## src/rtl/strap_pkg.sv

```systemverilog
package strap_pkg;

    localparam int FREQ_W    = 16;
    localparam int FS_BITS   = 4;
    localparam int FD_OFFSET = 9;   // +0.9 MHz in 100 kHz units

    typedef struct packed {
        logic [FS_BITS-1:0] fs;     // {d,c,b,a}
        logic               itp;
        logic               src5;
    } strap_t;

    function automatic logic [FREQ_W-1:0] freq_of(input logic [FS_BITS-1:0] code);
        logic [FREQ_W-1:0] base;
        unique case (code[2:0])
            3'b000:  base = FREQ_W'(2666);
            3'b001:  base = FREQ_W'(1333);
            3'b010:  base = FREQ_W'(2000);
            3'b011:  base = FREQ_W'(1666);
            3'b100:  base = FREQ_W'(3333);
            3'b101:  base = FREQ_W'(1000);
            3'b110:  base = FREQ_W'(4000);
            default: base = FREQ_W'(2000);
        endcase
        return code[3] ? base + FREQ_W'(FD_OFFSET) : base;
    endfunction

endpackage

```

## src/rtl/pg_sync.sv

```systemverilog
module pg_sync #(
    parameter int STAGES = 2
) (
    input  logic clk,
    input  logic rst_n,
    input  logic pin,
    output logic level,
    output logic rise
);
    localparam int TOP = STAGES - 1;

    typedef struct packed {
        logic [TOP:0] chain;
        logic         prev;
    } sync_t;

    sync_t sync_d, sync_q;

    always_comb begin
        sync_d = sync_q;
        if (STAGES > 1) begin
            sync_d.chain = {sync_q.chain[TOP-1:0], pin};
        end else begin
            sync_d.chain = TOP'(pin);
        end
        sync_d.prev = sync_q.chain[TOP];
        if (!rst_n) begin
            sync_d = '0;
        end
    end

    always_ff @(posedge clk) begin
        sync_q <= sync_d;
    end

    assign level = sync_q.chain[TOP];
    assign rise  = sync_q.chain[TOP] & ~sync_q.prev;

endmodule

```

## src/rtl/strap_capture.sv

```systemverilog
module strap_capture
    import strap_pkg::*;
(
    input  logic   clk,
    input  logic   rst_n,
    input  logic   rise,
    input  strap_t pins,
    input  logic   test_sel,
    output strap_t held,
    output logic   captured,
    output logic   tmode
);
    typedef struct packed {
        strap_t lat;
        logic   cap;
        logic   tm;
    } cap_t;

    cap_t cap_d, cap_q;

    always_comb begin
        cap_d = cap_q;
        // straps stay transparent until frozen, and again in test mode
        if (!cap_q.cap || cap_q.tm) begin
            cap_d.lat = pins;
        end
        if (rise && !cap_q.cap) begin
            cap_d.cap = 1'b1;
            cap_d.tm  = test_sel;
        end
        if (!rst_n) begin
            cap_d = '0;
        end
    end

    always_ff @(posedge clk) begin
        cap_q <= cap_d;
    end

    assign held     = cap_q.lat;
    assign captured = cap_q.cap;
    assign tmode    = cap_q.tm;

endmodule

```

## src/rtl/freq_lookup.sv

```systemverilog
module freq_lookup
    import strap_pkg::*;
(
    input  logic [FS_BITS-1:0] code,
    output logic [FREQ_W-1:0]  freq
);
    always_comb begin
        freq = freq_of(code);
    end
endmodule

```

## src/rtl/strap_latch_ctrl.sv

```systemverilog
module strap_latch_ctrl
    import strap_pkg::*;
#(
    parameter int SYNC_STAGES = 2
) (
    input  logic              clk,
    input  logic              rst_n,
    input  logic              pg_pin,
    input  logic              fs_a,
    input  logic              fs_b,
    input  logic              fs_c,
    input  logic              fs_d,
    input  logic              itp_strap,
    input  logic              src5_strap,
    input  logic              test_sel,
    output logic [3:0]        freq_code,
    output logic [15:0]       cpu_freq,
    output logic              sel_cpu2_itp,
    output logic              sel_src5_pair,
    output logic              test_mode,
    output logic              test_ref_sel,
    output logic              pwrdn_req
);
    logic   pg_level;
    logic   pg_rise;
    logic   cap_flag;
    strap_t pin_vec;
    strap_t held;
    logic [FREQ_W-1:0] freq_w;

    assign pin_vec = '{fs: {fs_d, fs_c, fs_b, fs_a}, itp: itp_strap, src5: src5_strap};

    pg_sync #(.STAGES(SYNC_STAGES)) i_sync (
        .clk   (clk),
        .rst_n (rst_n),
        .pin   (pg_pin),
        .level (pg_level),
        .rise  (pg_rise)
    );

    strap_capture i_cap (
        .clk      (clk),
        .rst_n    (rst_n),
        .rise     (pg_rise),
        .pins     (pin_vec),
        .test_sel (test_sel),
        .held     (held),
        .captured (cap_flag),
        .tmode    (test_mode)
    );

    freq_lookup i_lut (
        .code (held.fs),
        .freq (freq_w)
    );

    assign freq_code     = held.fs;
    assign cpu_freq      = 16'(freq_w);
    assign sel_cpu2_itp  = held.itp;
    assign sel_src5_pair = held.src5;
    assign test_ref_sel  = test_mode & held.fs[1];
    assign pwrdn_req     = cap_flag & ~pg_level;

endmodule

```

## config.mk

```make
export PLATFORM = sky130hd
export DESIGN_NAME = strap_latch_ctrl
export DESIGN_NICKNAME = d
export VERILOG_FILES = /design/src/rtl/strap_pkg.sv /design/src/rtl/pg_sync.sv /design/src/rtl/strap_capture.sv /design/src/rtl/freq_lookup.sv /design/src/rtl/strap_latch_ctrl.sv
export SDC_FILE = /design/constraint.sdc
export NUM_CORES = 1
export LEC_CHECK = 0
export ABC_AREA = 0
export BUFFER_PORTS_ARGS = -buffer_cell sky130_fd_sc_hd__buf_2
export CAP_MARGIN = 20
export CELL_PAD_IN_SITES_DETAIL_PLACEMENT = 1
export CELL_PAD_IN_SITES_GLOBAL_PLACEMENT = 2
export CORE_UTILIZATION = 21
export CTS_BUF_LIST = sky130_fd_sc_hd__clkbuf_4
export CTS_CLUSTER_SIZE = 25
export DETAILED_ROUTE_END_ITERATION = 16
export PLACE_DENSITY = 0.82
export SETUP_SLACK_MARGIN = 0.4
export SYNTH_ARGS = -nofsm -noshare
export SYNTH_HDL_FRONTEND = slang
export SYNTH_SLANG_ARGS = --single-unit
```

## constraint.sdc

```tcl
create_clock -name clk -period 1.06 [get_ports clk]
set_clock_uncertainty 0.1 [all_clocks]
set_input_delay 0.212 -clock clk [delete_from_list [all_inputs] [get_ports clk]]
set_output_delay 0.212 -clock clk [all_outputs]
set_load 0.03 [all_outputs]
```

==> impl_summary.md, run 1 <==
Global route
Summed over all layers, the global routing overflow is 0. The initial antenna violation count is 0. The largest net degree at the start of global routing is 12. The via count of the first global-routing pass is 630.

The first-pass GRT wire length is 2.684 mm. For this run, the total global-route usage over all layers was measured as 0.1095.

Route
The count of nets left with antenna violations once routing finished came out at 0. The length of the first detailed-routing pass in iterations is 1. For this block, the via count after detailed routing is 584. After detailed routing, the average wire length per cell comes to 11.49 um.

The final routed DRC violation total is 0. The final routed wirelength across all metal layers is 1.586 mm. The number of DRC violations after detailed-routing iteration 0 is 0. The average via count per standard cell is 4.232.

Floorplan
The width of the chip is 55.48 um. The die covers 3077 um2. The starting density of the core is 0.2197. The vertical die dimension is 55.48 um.

The number of top-level pins is 35. The initialized floorplan defines 19 standard-cell rows. The core footprint is 2734 um2.

Setup path
The kind of critical path is reg -> out. The arrival time at the worst endpoint is 1.29 ns. STA classifies the critical path endpoint as a primary output. The worst setup path is launched from a flop.

The top fanout value on the critical path is 8. The required time at the endpoint of the critical path is 0.75 ns.

Layout
The number of nets in the layout is 118. The number of fill cells in the layout is 302. The finished layout holds 138 standard cells, fillers aside. The area occupied by registers is 251.5 um2. The most frequent standard cell in the layout excluding fill and tap cells is sky130_fd_sc_hd__buf_6.

The signed area change from the synthesized netlist to the final layout is 100.4%. 0 antenna diodes ended up in the layout. In the layout the commonest cells are sky130_fd_sc_hd__buf_6 (22), sky130_fd_sc_hd__buf_4 (11), sky130_fd_sc_hd__nor2b_1 (10), sky130_fd_sc_hd__buf_2 (10), sky130_fd_sc_hd__dfxtp_4 (8).

The proportion of layout cells with a drive suffix above 1 is 0.7009. Summing all multi-input logic gate instances after layout gives 476.7 um2.

Place
The count of buffers added on input and output ports is 30. In this run, placement finished with an instance count of 131. The last weighted congestion value of the routability-driven placer is 0.6601. Detailed placement finished with a half-perimeter wire length of 1.222 mm.

Timing
Derived from the worst setup path, the maximum achievable clock frequency is 624.0 MHz. Setup repair after global routing could not meet its margin everywhere. The final-layout setup total negative slack is -6.926 ns. The final count of pins violating max slew was 0. The routed design could run at a clock period as short as 1.602 ns. Dividing the final minimum period by the clock period gives 1.512.

Setup violations remaining at the end of the flow were counted as 24. Setup slack on the critical path of the routed design comes to -0.5425 ns. The final-report hold violation count is 0.

Power and ir drop
The share of total power dissipated in combinational logic is 0.461. Across the VDD grid, the largest voltage drop is 0.7517 mV. The power share of the sequential group is 0.329.

Of the total power, the share spent switching nets is 0.3527. The cell internal power dissipation is 917.3 uW. For this design the ratio of total power to cell area is 1177 nW/um2.

The switching component of the power is 499.9 uW. The leakage power figure is 0.0005638 uW. The share of total power dissipated in the clock network is 0.210.

Clocking
The clock-pin transition on the worst setup and hold timing paths is 0.07 ns. The CTS root buffer is sky130_fd_sc_hd__clkbuf_4. The TritonCTS sink count is 11. The number of buffers added by the clock tree synthesis step is 3.

The H-tree depth reported by CTS is 1. In this run, post-CTS hold repair placed 0 buffers. Counting along the longest clock path gives a buffer depth of 2. TritonCTS built the clock tree.

At the later pin of the worst-skew pair, clock insertion delay measures 0.25 ns.

Outcome
The run finished, with violations left. The final reports fail on setup timing.

Synthesis
During synthesis, Yosys emitted a total of 0 warnings. The cell count after synthesis is 65. The number of library cell types mapped by synthesis is 23.

The mapped netlist covers 600.6 um2. The number of synthesized register bits is 11. A synthesized cell averages 9.240 um2. The proportion of synthesized chip area in sequential cells is 0.3667.

Run
Max-cap violations in this run came to 0.

Hold path
The worst hold-check path type is in -> reg.
[layer usage]
| layer | vias to the layer above | GRT usage | part of all wire |
|---|---|---|---|
| li1 | 285 | - | - |
| met1 | 273 | 0.1215 | 0.36 |
| met2 | 26 | 0.2186 | 0.60 |
| met3 | 0 | 0.01405 | 0.044 |
| met4 | 0 | 0.02143 | 0 |
| met5 | - | 0 | 0 |
[sequential cells by signal, indices dropped and copies added (netlist names)]
register        count
i_sync.sync_q       2
i_cap.captured      1
i_sync.level        1
i_cap.tmode         1
i_cap.held          6
[repair_timing]
| item | 4_1_cts | 5_1_grt |
|---|---|---|
| endpoints found under the setup margin | 30 | 30 |
| setup buffers | 3 | 0 |
| pin swaps | 8 | 0 |
| gates resized for setup | 49 | 3 |
[logic make-up (layout without fill, tap and decap cells)]
group,count (synthesis),after routing,share of synthesized area
AND/OR/NAND/NOR,26,26,0.2625
flip-flops,11,11,0.3667
buffers and inverters,11,50,0.1146
multiplexers,7,7,0.1167
AO/OA/AOI/OAI,5,5,0.06251
XOR/XNOR,4,4,0.07085
other,1,4,0.006244
[synthesized netlist by cell type]
cell                       count  area (um2)
sky130_fd_sc_hd__nor3_1        1       5.000
sky130_fd_sc_hd__a221oi_1      2       17.52
sky130_fd_sc_hd__xor2_1        1       8.760
sky130_fd_sc_hd__o21a_1        1       7.510
sky130_fd_sc_hd__nand2b_1      3       18.77
sky130_fd_sc_hd__a21o_1        1       7.510
sky130_fd_sc_hd__nor2_1        2       7.510
sky130_fd_sc_hd__buf_4         4       30.03
sky130_fd_sc_hd__buf_2         4       20.02
sky130_fd_sc_hd__o21ai_1       1       5.000
sky130_fd_sc_hd__and2_1        4       25.02
sky130_fd_sc_hd__dfxtp_1      11       220.2
sky130_fd_sc_hd__buf_6         1       11.26
sky130_fd_sc_hd__xnor2_2       1       16.27
sky130_fd_sc_hd__nor2b_1      13       81.33
sky130_fd_sc_hd__clkbuf_1      1       3.750
sky130_fd_sc_hd__xnor2_1       2       17.52
sky130_fd_sc_hd__conb_1        1       3.750
sky130_fd_sc_hd__nor2_2        1       6.260
sky130_fd_sc_hd__inv_1         1       3.750
sky130_fd_sc_hd__or3_1         1       6.260
sky130_fd_sc_hd__mux2i_1       7       70.07
sky130_fd_sc_hd__nor3b_1       1       7.510
[stage by stage]
step                power, uW    util  cell area (um2)  hold slack [ns]  setup WS [ns]
CTS                      1437  0.4362             1192          0.06147        -0.5553
detailed placement       1008  0.3565            974.7           0.3313        -0.3424
global route             1500  0.4403             1204          0.06722        -0.5890
finish                   1417  0.4403             1204          0.06577        -0.5425
global placement        994.3  0.3565            974.7           0.3165        -0.2989
floorplan               883.0       -            785.8           0.2388        -0.5711
[power groups by stage]
stage	Sequential (uW)	Combinational, uW	Clock, uW
after floorplan	491	392	0
after global placement	472	523	0
after detailed placement	474	533	0
after CTS	466	655	317
after global routing	471	691	338
final	466	653	298
[path summary, 6_finish.rpt]
kind / slack (ns) / to / startpoint / cells past startpoint
max: -0.54 / cpu_freq[8] / i_cap.held[2]$_SDFFE_PN0P_ / 3
min: 0.07 / i_sync.sync_q[1]$_SDFF_PN0_ / pg_pin / 2
min reg2reg: 0.35 / i_sync.level$_SDFF_PN0_ / i_sync.sync_q[1]$_SDFF_PN0_ / 1
max reg2reg: -0.04 / i_cap.held[1]$_SDFFE_PN0P_ / i_cap.captured$_SDFFE_PN0P_ / 5
[final cells by class]
class / instances / area share
Inverter: 1 / 0.003119
Sequential cell: 11 / 0.2089
Multi-Input combinational cell: 46 / 0.3961
Tap cell: 31 / 0.03222
Timing Repair Buffer: 45 / 0.3347
Clock buffer: 4 / 0.02495
[critical path, stage by stage, from the launching register on]
cell and delay [ns]:
sky130_fd_sc_hd__dfxtp_4 0.38, sky130_fd_sc_hd__nor2b_1 0.13, sky130_fd_sc_hd__or3_1 0.37, sky130_fd_sc_hd__buf_6 0.15
No activity file was read; power rests on OpenSTA's default activity.
==> run 2: changes to the inputs <==
--- a/config.mk
+++ b/config.mk
@@ -5,7 +5,6 @@
 export SDC_FILE = /design/constraint.sdc
 export NUM_CORES = 1
 export LEC_CHECK = 0
-export ABC_AREA = 0
 export BUFFER_PORTS_ARGS = -buffer_cell sky130_fd_sc_hd__buf_2
 export CAP_MARGIN = 20
 export CELL_PAD_IN_SITES_DETAIL_PLACEMENT = 1
@@ -19,3 +18,4 @@
 export SYNTH_ARGS = -nofsm -noshare
 export SYNTH_HDL_FRONTEND = slang
 export SYNTH_SLANG_ARGS = --single-unit
+export TNS_END_PERCENT = 30
==> impl_summary.md, run 2 (synthesis results as in run 1) <==
Outcome
The flow ran to the end, but the final reports show violations. The checks that failed: setup timing.

Global route
The global routing usage summed across all routing layers is 0.1194 (+0.009867). The initial antenna violation count is 0 (unchanged). The largest net degree at the start of global routing is 12 (unchanged). The first-pass GRT wire length was 2.829 mm (+5.4%). The total congestion overflow after global routing was 0 (unchanged). The via count of the first global-routing pass was 618 (-1.9%).

Setup path
The top fanout value on the critical path is 6 (-2). The slowest stage of the critical path belongs to the cell sky130_fd_sc_hd__dfxtp_4. The signal on the critical path passes through buf_6, nor2b_1, or3_1, buf_6.

The worst setup path is launched from a flop. The library cell appearing most often on the critical path is sky130_fd_sc_hd__buf_6. The arrival time at the worst endpoint is 1.31 ns (+0.02 ns). The required time at the endpoint of the critical path is 0.75 ns (about the same). The critical path is of the reg -> out type. The worst setup path is captured at a primary output. The longest individual stage delay on the worst path was 0.39 ns (about the same). The depth of the worst register-to-register path is 4 (-1).

Route
The length of the first detailed-routing pass in iterations was 4 (+3). The number of vias in the routed layout was 581 (-0.51%). The average via count per standard cell came to 4.210 (-0.51%). The number of nets with antenna violations after detailed routing is 0 (unchanged). The routed length per placed instance is 12.10 um (+5.3%). The final routed DRC violation total is 0 (unchanged).

The final routed wirelength across all metal layers came to 1.670 mm (+5.3%). The number of DRC violations after detailed-routing iteration 0 is 4 (+4).

Clocking
The insertion delay to the later sink of the worst-skew pair is 0.28 ns (+0.03 ns). The number of buffers inserted for hold repair after clock tree synthesis is 0 (unchanged). The clock-pin transition on the worst setup and hold timing paths came to 0.08 ns (about the same). The number of buffers added by the clock tree synthesis step was 3 (unchanged). The H-tree depth reported by CTS is 1 (unchanged). In this run the clock root is driven by a sky130_fd_sc_hd__clkbuf_4. The clock tree from TritonCTS is done.

The clock tree buffer depth is 2 (unchanged). The TritonCTS sink count is 11 (unchanged).

Layout
The proportion of layout cells with a drive suffix above 1 is 0.7103 (+0.009346). The number of non-filler instances in the completed layout is 138 (unchanged). The combined area of the multi-input logic cells was 467.9 um2 (-1.8%). The library cells used most frequently in the layout, excluding fill and tap cells, are sky130_fd_sc_hd__buf_6 (23), sky130_fd_sc_hd__buf_2 (10), sky130_fd_sc_hd__buf_4 (10). The number of antenna diodes is 0 (unchanged). The number of nets in the layout is 118 (unchanged). The utilization of the core after routing came to 0.4398 (-0.0004580). The signed area change from the synthesized netlist to the final layout is 100.2%. The cell area after layout is 1202 um2 (-0.10%).

The library cell used most frequently in the layout, excluding fill and tap cells, is sky130_fd_sc_hd__buf_6. The number of fill cells in the layout came to 300 (-0.66%). The flip-flop count of the largest register, all copies and words added is 6 (unchanged). The area occupied by registers is 245.2 um2 (-2.5%).

Timing
The final setup violation count came to 20 (-17%). The final count of pins violating max slew is 0 (unchanged). The timing-limited maximum frequency is 615.9 MHz (-1.3%). The final clock period utilization by the worst path came to 1.532 (+0.02002). Setup repair after global routing could not meet its margin everywhere. The time the worst path needs with I/O delays and setup is 1.624 ns (+0.02122 ns). The final-layout setup total negative slack is -7.567 ns (-0.6412 ns). The final-report hold violation count came to 0 (unchanged). The final worst-path setup slack is -0.5637 ns (-0.02122 ns).

Floorplan
The vertical die dimension is 55.48 um (unchanged). The starting density of the core is 0.2197 (unchanged). The width of the chip is 55.48 um (unchanged).

The floorplan row count was 19 (unchanged). The core footprint is 2734 um2 (unchanged). The number of top-level pins is 35 (unchanged). The die outline area is 3077 um2 (unchanged).

Place
The detailed placement HPWL is 1.259 mm (+3.1%). The placed cell count is 131 (unchanged). The last weighted congestion value of the routability-driven placer was 0.6851 (+3.8%). The number of input and output port buffers inserted is 30 (unchanged). The area after detailed placement is 952.2 um2 (-2.3%).

Power and ir drop
The leakage power figure is 0.0005677 uW (+0.68%). The total power per unit cell area is 1197 nW/um2 (+1.7%). The peak ir drop on the vdd network is 0.7072 mV (-5.9%).

Hold path
The count of cells along the worst hold path was 2 (unchanged). The worst hold-check path type is in -> reg.

Run
The max-cap violation count came to 0 (unchanged).
run 2: what timing repair did:
action,4_1_cts,5_1_grt
pin swaps,6,2
setup endpoints to repair,30,31
gates resized for setup,58,8
buffers inserted,3,0
run 2: critical path, delay by kind of cell (launching register included):
family                 cells  cell delay [ns]
buffers and inverters      2             0.28
DFF                        1             0.39
and+or+nand+nor            2             0.36
run 2: final cells by class:
type                            instances  share of cell area
Inverter                                1            0.003122
Clock buffer                            3             0.01873
Clock inverter                          1            0.004162
Multi-Input combinational cell         46              0.3892
Tap cell                               31             0.03226
Timing Repair Buffer                   45              0.3486
Sequential cell                        11              0.2040
run 2: final timing paths:
path                          startpoint                           to  slack [ns]
max           i_cap.held[3]$_SDFFE_PN0P_                  cpu_freq[8]       -0.56
min                               pg_pin  i_sync.sync_q[1]$_SDFF_PN0_        0.03
max reg2reg     i_cap.tmode$_SDFFE_PN0P_   i_cap.held[5]$_SDFFE_PN0P_           0
min reg2reg  i_sync.sync_q[1]$_SDFF_PN0_      i_sync.level$_SDFF_PN0_        0.34
run 2: routing by layer:
metal  up-vias  wire length [um]  GRT usage
met5         -                 0          0
met4         0                21    0.05357
met3         2                87    0.02576
met2        25               959     0.2375
met1       267               601     0.1142
li1        287                 -          -
run 2: report_power, final:
part	internal (uW)	leakage [uW]	switching (uW)	total [uW]
clock network	140	0.0000177	162	302
registers	434	0.0000959	37.1	471
logic	326	0.000454	340	666
total	900	0.000568	539	1440
run 2: stage by stage:
step                hold slack (ns)  power, uW  worst slack [ns]
floorplan                    0.2388      875.5           -0.5711
global placement             0.3212       1000           -0.2988
detailed placement           0.3250       1013           -0.3378
CTS                         0.02566       1452           -0.5840
global route                0.02136       1516           -0.6256
finish                      0.03355       1439           -0.5637
